## config.mk

```make
export PLATFORM = sky130hd
export DESIGN_NAME = rtc_irq_ctrl
export DESIGN_NICKNAME = d
export VERILOG_FILES = /design/src/rtl/rtc_irq_pkg.sv /design/src/rtl/rtc_irq_cfg_reg.sv /design/src/rtl/rtc_irq_period_sel.sv /design/src/rtl/rtc_irq_sleep_hold.sv /design/src/rtl/rtc_irq_latch.sv /design/src/rtl/rtc_irq_ctrl.sv
export SDC_FILE = /design/constraint.sdc
export NUM_CORES = 1
export LEC_CHECK = 0
export ABC_AREA = 1
export BUFFER_PORTS_ARGS = -buffer_cell sky130_fd_sc_hd__buf_2
export CORE_AREA = 2 2 39 41
export CTS_CLUSTER_DIAMETER = 50
export DETAILED_ROUTE_END_ITERATION = 16
export DIE_AREA = 0 0 41 43
export SLEW_MARGIN = 20
export SYNTH_ARGS = -nofsm -noshare
export SYNTH_HDL_FRONTEND = slang
export SYNTH_HIERARCHICAL = 1
export SYNTH_SLANG_ARGS = --single-unit
export TNS_END_PERCENT = 20
```

## constraint.sdc

```tcl
create_clock -name clk_i -period 2.8 [get_ports clk_i]
set_input_delay 0.14 -clock clk_i [delete_from_list [all_inputs] [get_ports clk_i]]
set_output_delay 0.14 -clock clk_i [all_outputs]
set_load 0.1 [all_outputs]
```

## src/rtl/rtc_irq_pkg.sv

```systemverilog
package rtc_irq_pkg;
  typedef enum logic [1:0] {
    PER_SEC  = 2'b00,
    PER_MIN  = 2'b01,
    PER_HOUR = 2'b10,
    PER_DAY  = 2'b11
  } period_e;

  // packed MSB first: bit4 mask, bit3 alarm, bit2 periodic, bits1:0 period
  typedef struct packed {
    logic    sleep_mask;
    logic    alarm_en;
    logic    per_en;
    period_e period;
  } ctrl_t;

  localparam int unsigned CTRL_W = $bits(ctrl_t);
endpackage

```

## src/rtl/rtc_irq_cfg_reg.sv

```systemverilog
module rtc_irq_cfg_reg
  import rtc_irq_pkg::*;
#(
  parameter int unsigned DATA_W = 8
) (
  input  logic              clk_i,
  input  logic              rst_ni,
  input  logic              we_i,
  input  logic [DATA_W-1:0] wdata_i,
  output ctrl_t             cfg_o,
  output logic [DATA_W-1:0] rdata_o
);
  localparam int unsigned RSV_W = DATA_W - CTRL_W;

  ctrl_t cfg_q;
  logic  unused_rsv;

  assign unused_rsv = ^wdata_i[DATA_W-1:CTRL_W];

  always_ff @(posedge clk_i or negedge rst_ni) begin
    if (!rst_ni)   cfg_q <= '0;
    else if (we_i) cfg_q <= ctrl_t'(wdata_i[CTRL_W-1:0]);
  end

  assign cfg_o   = cfg_q;
  assign rdata_o = {{RSV_W{1'b0}}, cfg_q};

  // a write lands in the register one cycle later
  a_r2_write_lands: assert property (@(posedge clk_i) disable iff (!rst_ni)
    we_i |=> (rdata_o[CTRL_W-1:0] == $past(wdata_i[CTRL_W-1:0])));
endmodule

```

## src/rtl/rtc_irq_period_sel.sv

```systemverilog
module rtc_irq_period_sel #(
  parameter int unsigned NUM_TICKS = 4,
  localparam int unsigned SEL_W = $clog2(NUM_TICKS)
) (
  input  logic                 clk_i,
  input  logic                 rst_ni,
  input  logic                 per_en_i,
  input  logic [SEL_W-1:0]     sel_i,
  input  logic [NUM_TICKS-1:0] tick_i,
  output logic                 evt_o
);
  logic [NUM_TICKS-1:0] hit;

  for (genvar g = 0; g < NUM_TICKS; g++) begin : g_tick
    assign hit[g] = tick_i[g] && (sel_i == SEL_W'(g));
  end

  assign evt_o = per_en_i && (|hit);

  // disabled periodic source never produces an event
  a_r4_no_periodic: assert property (@(posedge clk_i) disable iff (!rst_ni)
    !per_en_i |-> !evt_o);
  // only one source can be picked at a time
  a_r3_one_source: assert property (@(posedge clk_i) disable iff (!rst_ni)
    $onehot0(hit));
endmodule

```

## src/rtl/rtc_irq_sleep_hold.sv

```systemverilog
module rtc_irq_sleep_hold (
  input  logic clk_i,
  input  logic rst_ni,
  input  logic per_en_i,
  input  logic mask_en_i,
  input  logic sleep_i,
  input  logic evt_i,
  output logic fire_o,
  output logic pend_o
);
  logic masked;
  logic pend_q;
  logic deliver;

  assign masked  = mask_en_i && sleep_i;
  assign deliver = pend_q && per_en_i && !masked;
  assign fire_o  = (evt_i && !masked) || deliver;
  assign pend_o  = pend_q;

  always_ff @(posedge clk_i or negedge rst_ni) begin
    if (!rst_ni)                 pend_q <= 1'b0;
    else if (!per_en_i)          pend_q <= 1'b0;
    else if (evt_i && masked)    pend_q <= 1'b1;
    else if (deliver)            pend_q <= 1'b0;
  end

  // masked event is recorded
  a_r6_pend_set: assert property (@(posedge clk_i) disable iff (!rst_ni)
    (per_en_i && masked && evt_i) |=> pend_q);
  // nothing periodic leaves while masked
  a_r6_no_fire: assert property (@(posedge clk_i) disable iff (!rst_ni)
    masked |-> !fire_o);
  // disable drops the pending event
  a_r11_discard: assert property (@(posedge clk_i) disable iff (!rst_ni)
    !per_en_i |=> !pend_q);
endmodule

```

## src/rtl/rtc_irq_latch.sv

```systemverilog
module rtc_irq_latch (
  input  logic clk_i,
  input  logic rst_ni,
  input  logic set_i,
  input  logic clr_i,
  output logic irq_o
);
  logic irq_q;

  always_ff @(posedge clk_i or negedge rst_ni) begin
    if (!rst_ni)     irq_q <= 1'b0;
    else if (set_i)  irq_q <= 1'b1;  // event wins over clear
    else if (clr_i)  irq_q <= 1'b0;
  end

  assign irq_o = irq_q;

  // sticky until cleared
  a_r10_hold: assert property (@(posedge clk_i) disable iff (!rst_ni)
    (irq_q && !clr_i) |=> irq_q);
  a_r10_clear: assert property (@(posedge clk_i) disable iff (!rst_ni)
    (clr_i && !set_i) |=> !irq_q);
  a_r10_set_wins: assert property (@(posedge clk_i) disable iff (!rst_ni)
    set_i |=> irq_q);
endmodule

```

## src/rtl/rtc_irq_ctrl.sv

```systemverilog
module rtc_irq_ctrl
  import rtc_irq_pkg::*;
#(
  parameter int unsigned NUM_TICKS = 4,
  parameter int unsigned DATA_W    = 8
) (
  input  logic                 clk_i,
  input  logic                 rst_ni,
  input  logic                 ctrl_we_i,
  input  logic [DATA_W-1:0]    ctrl_wdata_i,
  output logic [DATA_W-1:0]    ctrl_rdata_o,
  input  logic [NUM_TICKS-1:0] tick_i,
  input  logic                 alarm_hit_i,
  input  logic                 sleep_i,
  input  logic                 irq_clr_i,
  output logic                 irq_o
);
  localparam int unsigned SEL_W = $clog2(NUM_TICKS);

  ctrl_t cfg;
  logic  per_evt;
  logic  per_fire;
  logic  pend;
  logic  alarm_fire;
  logic  irq_set;

  rtc_irq_cfg_reg #(.DATA_W(DATA_W)) u_cfg (
    .clk_i  (clk_i),
    .rst_ni (rst_ni),
    .we_i   (ctrl_we_i),
    .wdata_i(ctrl_wdata_i),
    .cfg_o  (cfg),
    .rdata_o(ctrl_rdata_o)
  );

  rtc_irq_period_sel #(.NUM_TICKS(NUM_TICKS)) u_sel (
    .clk_i   (clk_i),
    .rst_ni  (rst_ni),
    .per_en_i(cfg.per_en),
    .sel_i   (SEL_W'(cfg.period)),
    .tick_i  (tick_i),
    .evt_o   (per_evt)
  );

  rtc_irq_sleep_hold u_hold (
    .clk_i    (clk_i),
    .rst_ni   (rst_ni),
    .per_en_i (cfg.per_en),
    .mask_en_i(cfg.sleep_mask),
    .sleep_i  (sleep_i),
    .evt_i    (per_evt),
    .fire_o   (per_fire),
    .pend_o   (pend)
  );

  // alarm bypasses the sleep mask
  assign alarm_fire = alarm_hit_i && cfg.alarm_en;
  assign irq_set    = per_fire || alarm_fire;

  rtc_irq_latch u_latch (
    .clk_i (clk_i),
    .rst_ni(rst_ni),
    .set_i (irq_set),
    .clr_i (irq_clr_i),
    .irq_o (irq_o)
  );

  // enabled alarm always reaches the output
  a_r5_alarm: assert property (@(posedge clk_i) disable iff (!rst_ni)
    (alarm_hit_i && cfg.alarm_en) |=> irq_o);
  // pending event leaves once sleep drops
  a_r7_wake: assert property (@(posedge clk_i) disable iff (!rst_ni)
    (pend && !sleep_i && cfg.per_en) |=> irq_o);
  // unmasked periodic event delivered regardless of sleep
  a_r8_unmasked: assert property (@(posedge clk_i) disable iff (!rst_ni)
    (per_evt && !cfg.sleep_mask) |=> irq_o);
endmodule

```

After elaboration in Yosys (flattened, before gate mapping)

Cells that the tools add are included.

Add/sub/neg operators: 0
Multipliers: 0
Div/mod/pow operators: 0
$lt $le $gt $ge: 0
Equality and inequality tests: 4
Shift operators: 0
Mux-type cells: 5
Bitwise operators: 0
Reduce and logical (&&, ||, !) cells: 17

Operator list:

| kind                                                                    | number |
|---|---|
| 1-bit logical AND                                                       | 11 |
| 1-bit 2-to-1 mux                                                        | 5 |
| 2-bit equality test, second input constant                              | 2 |
| 4-bit OR reduction                                                      | 1 |
| 3-bit by 1-bit inequality test with 1-bit output, second input constant | 1 |
| 2-bit by 1-bit equality test with 1-bit output, second input constant   | 1 |
| 2-bit logical NOT                                                       | 1 |
| 1-bit logical OR                                                        | 2 |
| 2-bit nonzero test                                                      | 1 |
| 1-bit logical NOT                                                       | 1 |

Flip-flop bits (word level): 7
Bits in latches: 0
RAM bits: 0
Memory bits (read-only): 0
Input port bits: 18
Memories: 0

Depth between registers and ports, before layout

Depth after elaboration: 8
Gate-level depth with buffers: 11
Mapped depth without buffers: 11

Hierarchy

Netlist, hierarchy kept.

Modules (own cells, without submodules):

| module             | instances | cells each | area an instance (um2) | seq. area each (um2) |
|---|---|---|---|---|
| rtc_irq_cfg_reg    | 1         | 30         | 249.0                  | 125.1 |
| rtc_irq_sleep_hold | 1         | 7          | 52.6                   | 25.0 |
| rtc_irq_period_sel | 1         | 12         | 48.8                   | 0.0 |
| rtc_irq_latch      | 1         | 5          | 40.0                   | 25.0 |
| rtc_irq_ctrl       | 1         | 3          | 11.3                   | 0.0 |

Worst setup path after synthesis

OpenSTA, ideal clock, no wires.

Path type: flip-flop to flip-flop
Start point: register, netlist name u_latch/irq_o
End point: register u_latch.irq_q, in the netlist u_latch/irq_o
Setup time: 0.067 ns
Arrival: 1.079 ns
Slack: 1.654 ns
Stages on the path, launching flop included: 3
Buffers on the path: 0
Cell sequence: dfrtp_1 nand2_1 nand2_1

RTL lines:

| item                   | RTL line            | text |
|---|---|---|
| end signal: assignment | rtc_irq_latch.sv:11 | `if (!rst_ni) irq_q <= 1'b0;` |
| end signal: assignment | rtc_irq_latch.sv:12 | `else if (set_i) irq_q <= 1'b1;` |
| end signal: assignment | rtc_irq_latch.sv:13 | `else if (clr_i) irq_q <= 1'b0;` |
| end: declaration       | rtc_irq_latch.sv:8  | `logic irq_q;` |

Worst setup path after layout

Start point: register u_cfg.cfg_q, in the netlist u_cfg/cfg_o[1]
End point: output ctrl_rdata_o[1]

RTL lines:

| item                     | RTL line              | text |
|---|---|---|
| start: declaration       | rtc_irq_cfg_reg.sv:15 | `ctrl_t cfg_q;` |
| start signal: assignment | rtc_irq_cfg_reg.sv:22 | `else if (we_i) cfg_q <= ctrl_t'(wdata_i[CTRL_W-1:0]);` |
| end: declaration         | rtc_irq_ctrl.sv:11    | `output logic [DATA_W-1:0] ctrl_rdata_o,` |

No word-level cell between the ends.

==> impl_results.md <==
* LEAKAGE at 0.3144 nW
* TritonCTS buffer count at 3
* Antenna violations before repair at 0
* Grt ovf at 0
* Clock Path Buffers at 2
* Wirelength per Cell at slightly below 8 microns
* CTS Hold Bufs at 1
* Crit start category: flip-flop
* Hpwl dp at slightly below 600 microns
* Htree depth at 1
* Max Cap Violations at 0
* Setup skew after layout at 0.7024 ps
* Ys Warns at 6
* Worst EP arrival at around 1100 ps
* Die area at between 1500 and 2000 sq um
* Total track usage at roughly 10%
* Initial Util at between 20 and 30%
* Post-Place Cells at 87
* Synth Register Bits at 7
* Largest net degree at the start of global routing at 8
* Vias at around 370
* Clock sink total at 7
* Fraction of final layout cells sized beyond drive strength 1 at 32.89%
* Hold Fails Final Rpt at 0
* Worst VDD drop at between 0.2 and 0.25 mV
* Crit-path max FO at 6
* Post-Synthesis Cell Area at about 400 sq um
* # DRC at 0
* Status: finished clean
* CP cell instances: buf_2
* Number of fill cells at between 150 and 200
* Row count at 14
* Total power at ~0.34 mW
* Die W at between 40 and 50 microns
* Diodes inserted at 0
* Multi-input logic area at approximately 150 sq um
* First-pass GRT wire length at around 1100 microns
* Slew Limit Fails at 0
* IO Port Bufs at 20
* Number of top-level pins at 27
* Critical Path Max Stage Delay at 460 ps
* CTS resizes at 0
* Crit path max-delay family: buffers and inverters
* Tcrit/Tclk final at between 40% and 50%
* Layout area overhead at 25.86%
* WP data required at 2660 ps
* Total setup buffers inserted after CTS at 0
* Die height at 43 microns
* Final min period at around 1300 ps
* Post-synthesis cell type count at 10
* CTS tree: done
* DR iter-0 viols at 2
* Clock Tree Root: clkbuf_4
* Clock Latency Late Sink at ~240 ps
* Vias per cell at between 3 and 4
* # setup viols final at 0
* Unrepaired setup endpoints after global routing: no
* Core area at about 1400 sq um
* Final net count at 95
* Seq/Total Area, Yosys at a little over two fifths
* Final RePlAce weighted congestion at approximately 0.66
* Post-Route WL at around 700 microns
* Setup TNS at 0 ps
* Crit path capture type: output port
* Maximum clock frequency at 0.7800 GHz
* Critical-path top delay cell: buf_2
* Antenna viol nets, final at 0
* DRT Pass-1 Iters at 2
* Kind of critical path: reg2out
* Non-filler instance count after layout at 92
* Hold Path Class: in2reg
* Syn avg cell area at roughly 7.0 sq um
* Clock slew seen by the registers of the worst setup and hold paths at ~50 ps
* Worst Path Buf+Inv at 1
* Vias in the first global route at 303
* Reg area at 175.2 sq um
* Power Dens Cells at between 600 and 700 nW/um^2
* Mapped Cells at 57
* Final hold slack at 93.83 ps
-- layout by cell type, fill, tap and decap left out --
cell type      instances
nor2_1                 4
nand2_1               24
clkbuf_4               3
nand3_1                4
nand2_2                1
clkbuf_1               1
dlygate4sd3_1          1
inv_1                  6
conb_1                 3
o21ai_1                1
buf_2                 20
inv_2                  1
dfrtp_1                7
-- tightest hold or removal path, delay by kind of cell --
family,cells,cell delay [ps]
and+or+nand+nor,2,90
buffers and inverters,1,70
-- report_power, final --
group | switching (mW) | leakage [nW] | internal [mW]
registers | 0.00893 | 0.0866 | 0.111
clock network | 0.0340 | 0.0150 | 0.0542
logic | 0.106 | 0.213 | 0.0230
total | 0.149 | 0.314 | 0.188
-- registers in the layout, indices dropped and copies added, names as in the netlist --
| register | flops |
|---|---|
| u_latch/irq_o | 1 |
| u_hold/pend_o | 1 |
| u_cfg/cfg_o | 5 |
-- final timing paths --
path | start | end | slack (ps) | cells past startpoint
max in group asynchronous | rst_ni | u_cfg/cfg_o[3]$_DFFE_PN0P_ | 2390 | 2
min in group asynchronous | rst_ni | u_latch/irq_o$_DFFE_PN0P_ | 260 | 2
setup reg to reg | u_cfg/cfg_o[0]$_DFFE_PN0P_ | u_latch/irq_o$_DFFE_PN0P_ | 1620 | 11
setup / recovery | u_cfg/cfg_o[1]$_DFFE_PN0P_ | ctrl_rdata_o[1] | 1520 | 1
hold / removal | ctrl_wdata_i[2] | u_cfg/cfg_o[2]$_DFFE_PN0P_ | 90 | 3
hold reg to reg | u_latch/irq_o$_DFFE_PN0P_ | u_latch/irq_o$_DFFE_PN0P_ | 470 | 2
-- logic make-up after synthesis --
logic type | Yosys count | synth area share [%]
AND/OR/NAND/NOR | 33 | 32.71
buffers and inverters | 15 | 21.49
flip-flops | 7 | 43.61
AO/OA/AOI/OAI | 1 | 1.245
other | 1 | 0.9337
-- final cells by class --
| class | count | share of cell area [%] |
|---|---|---|
| flip-flops and latches | 7 | 34.65 |
| multi-input cells | 37 | 29.21 |
| repair buffers | 21 | 21.78 |
| clock buffers | 4 | 5.198 |
| inverters | 7 | 5.198 |
| well taps | 16 | 3.960 |
-- per-stage QoR --
step | utilization (%) | cell area [sq um] | worst slack [ps]
3_3_place_gp | 33.91 | 469.2 | 1660
2_1_floorplan | - | 409.1 | 1654
4_1_cts | 36.53 | 505.5 | 1517
6_report | 36.53 | 505.5 | 1518
5_1_grt | 36.53 | 505.5 | 1454
3_5_place_dp | 33.91 | 469.2 | 1605
-- cells in the mapped netlist --
cell / instances / area (sq um)
nand2_1: 24 / 90.09
inv_1: 6 / 22.52
o21ai_1: 1 / 5.000
conb_1: 1 / 3.750
nor2_1: 4 / 15.01
nand3_1: 4 / 20.02
nand2_2: 1 / 6.260
dfrtp_1: 7 / 175.2
buf_4: 8 / 60.06
inv_2: 1 / 3.750
-- per-layer routing --
layer	global-route usage [%]	vias up	part of all wire, %
li1	-	196	-
met1	10.67	156	41
met2	14.37	14	52
met3	4.712	0	7.4
met4	8.000	0	0
met5	0	-	0
Power figures use the tool's default switching activity.
